==> src/rtl/chan_agree_pkg.sv <==
package chan_agree_pkg;
  localparam int NCH   = 3;
  localparam int NPAIR = 3;
  // pair k compares channels (pa(k), pb(k)) and leaves out channel 2-k
  function automatic int pa(input int k);
    return (k == 2) ? 1 : 0;
  endfunction
  function automatic int pb(input int k);
    return (k == 0) ? 1 : 2;
  endfunction
endpackage

==> src/rtl/speed_range_chk.sv <==
module speed_range_chk #(
  parameter int W = 16
) (
  input  logic [W-1:0] val_i,
  input  logic [W-1:0] lo_i,
  input  logic [W-1:0] hi_i,
  output logic         in_range_o
);
  always_comb in_range_o = (val_i >= lo_i) && (val_i <= hi_i);
endmodule

==> src/rtl/speed_pair_cmp.sv <==
module speed_pair_cmp #(
  parameter int W = 16
) (
  input  logic [W-1:0] a_i,
  input  logic [W-1:0] b_i,
  input  logic [W-1:0] tol_i,
  output logic         apart_o
);
  logic [W-1:0] gap;
  always_comb begin
    gap     = (a_i >= b_i) ? (a_i - b_i) : (b_i - a_i);
    apart_o = gap > tol_i;
  end
endmodule

==> src/rtl/outlier_latch.sv <==
module outlier_latch #(
  parameter int CNT_W = 8
) (
  input  logic             clk,
  input  logic             rst_n,
  input  logic             sample_i,
  input  logic             outlier_i,
  input  logic             repair_i,
  input  logic [CNT_W-1:0] persist_i,
  output logic             fault_o
);
  logic [CNT_W-1:0] cnt_q, cnt_d, limit;
  logic             flt_q, flt_d;

  always_comb begin
    limit = (persist_i == '0) ? CNT_W'(1) : persist_i;
    cnt_d = cnt_q;
    flt_d = flt_q;
    if (repair_i) begin
      cnt_d = '0;
      flt_d = 1'b0;
    end else if (sample_i) begin
      if (outlier_i) begin
        if (cnt_q < limit) cnt_d = cnt_q + CNT_W'(1);
        if (cnt_d >= limit) flt_d = 1'b1;
      end else begin
        cnt_d = '0;
      end
    end
  end

  always_ff @(posedge clk or negedge rst_n) begin
    if (!rst_n) begin
      cnt_q <= '0;
      flt_q <= 1'b0;
    end else begin
      cnt_q <= cnt_d;
      flt_q <= flt_d;
    end
  end

  assign fault_o = flt_q;
endmodule

==> src/rtl/chan_agree_mon.sv <==
module chan_agree_mon
  import chan_agree_pkg::*;
#(
  parameter int W     = 16,
  parameter int CNT_W = 8
) (
  input  logic             clk,
  input  logic             rst_n,
  input  logic             sample_i,
  input  logic [W-1:0]     spd0_i,
  input  logic [W-1:0]     spd1_i,
  input  logic [W-1:0]     spd2_i,
  input  logic [W-1:0]     tol_i,
  input  logic [CNT_W-1:0] persist_i,
  input  logic [W-1:0]     lo_lim_i,
  input  logic [W-1:0]     hi_lim_i,
  input  logic [2:0]       repair_i,
  output logic [2:0]       valid_o,
  output logic [2:0]       fault_o,
  output logic             no_consensus_o
);
  logic [W-1:0]     spd [NCH];
  logic [NCH-1:0]   in_range, outlier;
  logic [NPAIR-1:0] apart;
  logic             nc_q, nc_d;

  always_comb begin
    spd[0] = spd0_i;
    spd[1] = spd1_i;
    spd[2] = spd2_i;
  end

  for (genvar k = 0; k < NPAIR; k++) begin : g_pair
    speed_pair_cmp #(.W(W)) u_cmp (
      .a_i(spd[pa(k)]), .b_i(spd[pb(k)]), .tol_i(tol_i), .apart_o(apart[k])
    );
  end

  for (genvar i = 0; i < NCH; i++) begin : g_ch
    localparam logic [NPAIR-1:0] PATTERN = ~(NPAIR'(1) << (2 - i));
    speed_range_chk #(.W(W)) u_rng (
      .val_i(spd[i]), .lo_i(lo_lim_i), .hi_i(hi_lim_i), .in_range_o(in_range[i])
    );
    always_comb outlier[i] = (apart == PATTERN);
    outlier_latch #(.CNT_W(CNT_W)) u_lat (
      .clk(clk), .rst_n(rst_n), .sample_i(sample_i), .outlier_i(outlier[i]),
      .repair_i(repair_i[i]), .persist_i(persist_i), .fault_o(fault_o[i])
    );
    always_comb valid_o[i] = in_range[i] && !fault_o[i];
  end

  always_comb nc_d = sample_i ? (&apart) : nc_q;

  always_ff @(posedge clk or negedge rst_n) begin
    if (!rst_n) nc_q <= 1'b0;
    else        nc_q <= nc_d;
  end

  assign no_consensus_o = nc_q;
endmodule

==> config.mk <==
export PLATFORM = sky130hd
export DESIGN_NAME = chan_agree_mon
export DESIGN_NICKNAME = d
export VERILOG_FILES = /design/src/rtl/chan_agree_pkg.sv /design/src/rtl/speed_range_chk.sv /design/src/rtl/speed_pair_cmp.sv /design/src/rtl/outlier_latch.sv /design/src/rtl/chan_agree_mon.sv
export SDC_FILE = /design/constraint.sdc
export NUM_CORES = 1
export LEC_CHECK = 0
export BUFFER_PORTS_ARGS = -buffer_cell sky130_fd_sc_hd__buf_2
export CORE_AREA = 2 2 190 192
export DETAILED_ROUTE_END_ITERATION = 10
export DIE_AREA = 0 0 192 194
export HOLD_SLACK_MARGIN = 0.03
export PLACE_DENSITY = 0.52
export SYNTH_ARGS = -nofsm -noshare
export SYNTH_HDL_FRONTEND = slang
export SYNTH_SLANG_ARGS = --single-unit
export TNS_END_PERCENT = 50
==> constraint.sdc <==
create_clock -name clk -period 5.1 [get_ports clk]
set_clock_uncertainty 0.15 [all_clocks]
set_input_delay 0.51 -clock clk [delete_from_list [all_inputs] [get_ports clk]]
set_output_delay 0.51 -clock clk [all_outputs]
set_load 0.05 [all_outputs]
==> results.ini <==
[status]
outcome=complete, no violations

[yosys]
ys_seq_area_share_pct=6.69
synth_cell_types=91
syn_area_um2=10500
yosys_warnings=0
synth_nets=1698
synth-async-reset-ratio_pct=100
synth_edf_count=0
syn_inst=1297
synth_flop_cell=dfrtp_1
syn_area_per_cell_um2=8.07
synth-seq-cells=28

[drt]
drt_iter0_drc=643
wl_per_cell_um=18.4
routed_wl_mm=36.5
viasPerCell=5.27
ant_nets=0
drc=0
firstDrtPassIters=4
route.vias.total=10500

[placement]
globalplace.congestion=0.883
pre_cts_ws_ns=-0.440
dp_hpwl_mm=31.8
portBuffers=116
dp.cells=1963

[cells_and_area]
fin_util_pct=36.7
final_cells=1985
final_nets=1927
register_area_um2=701
antenna_cells=0
multiInputGateArea_um2=9240
n_fill_cell=3668
layout-area-overhead-vs-synth_pct=23.5
final_cell_mix=ha_1, buf_4, inv_1
final_common_cell=ha_1
drive_gt1_share_pct=23.5

[job]
maxCapViolCount=0

[clock_network]
cts_made_buffers=3
cts_buffer_depth=2
h-tree-depth=1
cts.sinks=28
tritoncts=built
clk_latency_ns=0.27
path_clk_slew_ns=0.07
hold_buffers=0
clk_root_buffer_cell=clkbuf_16

[worst_setup_path]
startpoint_type=primary input
critPathCaptureType=flop
crit_end=g_ch[1].u_lat.cnt_q[3]
r2r_start=g_ch[0].u_lat.cnt_q[5]
r2r_end=g_ch[0].u_lat.fault_o
worstPathRequired_ns=5.10
path_max_fanout=8
crit_path_start=spd1_i[0]
worstSetupPathType=primary input to flop
regToRegSetupSlack_ns=1.06
arrival_ns=4.95
r2r_cells=16

[pwr]
internal-power_uw=1020
p_sw_share_pct=47.4
power_density_nw_per_um2=150
vdd_ir_drop_max_v=0.000113
leakage_uw=0.00682
power_switching_uw=917
comb_power_share_pct=78.2
clockPowerShare_pct=9.6
p_seq_share_pct=12.2

[floorplan]
die-width_um=192
start_util_pct=29.7
die_h_um=194
rows=69
core_area_um2=35200
io_pins=117
die_area_um2=37200

[sta]
fin_ws_ns=0.155
post-route-period-util_pct=97.0
worst_pin_slew_ns=0.706
setup_viol=0
fmax_ghz=0.202
drv_slew=0
finalCriticalPeriod_ns=4.94
hold_viol=0
slew_headroom_pct=53.0
setup_tns_ns=0
rsz0062_at_grt=true

[min_path]
hp-class=primary input to asynchronous set/reset pin

[grt]
grt_first_pass_wirelength_mm=55.3
grt_usage_pct=19.0
antenna_found_initial=0
grt_pass1_vias=10400
grt_max_degree=29
grt_overflow=0

[kinds of logic (layout without fill, tap and decap cells)]
logic type	after synthesis	in the layout	synth area share, %
AOI/OAI and AO/OA	408	408	26.8
and+or+nand+nor	311	311	16.8
adders and majority gates	291	291	35.2
buffers and inverters	178	405	7.32
xor gates and xnor gates	59	59	5.01
DFF	28	28	6.69
muxes	22	22	2.18
[routing by layer]
layer,track usage [%],routed length [um],vias to the layer above
li1,-,-,5250
met2,33.2,17400,277
met4,3.82,750,0
met3,1.16,1750,41
met5,0,0,-
met1,25.6,16500,4900
[power groups by stage]
stage          registers [uW]  clock network (uW)  logic, uW
6_report                  237                 185       1510
5_1_grt                   238                 198       1670
4_1_cts                   237                 188       1440
3_5_place_dp              241                   0       1410
3_3_place_gp              241                   0       1400
2_1_floorplan             244                   0        896
[cells in the mapped netlist, drive strengths merged (16+ instances only)]
cell / instances / area, um2
xnor2: 35 / 307
a211oi: 21 / 183
ha: 285 / 3570
o21ai: 64 / 320
nand2b: 20 / 125
nor2: 53 / 199
nand4: 36 / 246
o21a: 21 / 158
nor2b: 23 / 144
inv: 134 / 503
nand2: 52 / 205
nand3: 33 / 188
dfrtp: 28 / 701
clkbuf: 19 / 75.1
nor3: 20 / 100
buf: 25 / 188
a21o: 72 / 541
mux2i: 16 / 160
a31oi: 22 / 153
a21oi: 116 / 588
xor2: 24 / 218
[repair_timing]
item / in CTS / in global routing
setup buffers: 8 / 12
pin swaps: 12 / 33
setup endpoints to repair: 26 / 28
resized for setup: 16 / 47
endpoints found under the hold margin: 0 / 0
[metrics by stage]
step	cell area [um2]	hold WS (ns)	total power [uW]
finish	12900	0.129	1930
global route	12900	0.182	2110
CTS	12600	0.157	1870
detailed placement	12400	0.402	1650
global placement	12400	0.396	1640
floorplan	10500	0.0644	1140
[cell type report]
cell class                      instances  area share (%)
Clock buffer                            3           0.581
Sequential cell                        28            5.42
Inverter                              134            3.89
Tap cell                              461            4.46
Multi-Input combinational cell       1091            71.5
Timing Repair Buffer                  268            14.1
[worst max-delay path, stage by stage]
cell and delay (ns):
buf_2 0.12, inv_2 0.08, ha_4 0.14, inv_1 0.05, fa_2 0.36, a211oi_4 0.27, nor2_2 0.07, o31ai_2 0.17
buf_4 0.17, nand3_4 0.08, a221oi_4 0.30, buf_12 0.16, buf_4 0.12, buf_4 0.11, mux2i_1 0.20, xnor2_1 0.09
ha_1 0.31, nand3_1 0.10, or4_4 0.50, or2_4 0.28, nand3_4 0.12, nand4bb_1 0.15, buf_6 0.15, nor2_1 0.05
a211o_1 0.27
[sequential cells by signal (all words and copies together) (netlist names)]
name and count:
g_ch.u_lat.cnt_q 24, no_consensus_o 1, g_ch.u_lat.fault_o 3
[worst min-delay path by stage]
stage                     slack, ns  cells after the start                      to                  start
after floorplan                0.06                      0  g_ch[0].u_lat.cnt_q[0]                  rst_n
after global placement         0.40                      1   g_ch[2].u_lat.fault_o  g_ch[2].u_lat.fault_o
after detailed placement       0.40                      1   g_ch[2].u_lat.fault_o  g_ch[2].u_lat.fault_o
after CTS                      0.16                      1  g_ch[2].u_lat.cnt_q[0]                  rst_n
after global routing           0.18                      1  g_ch[2].u_lat.cnt_q[1]                  rst_n
final                          0.13                      1  g_ch[2].u_lat.cnt_q[0]                  rst_n
Power figures use the tool's default switching activity.
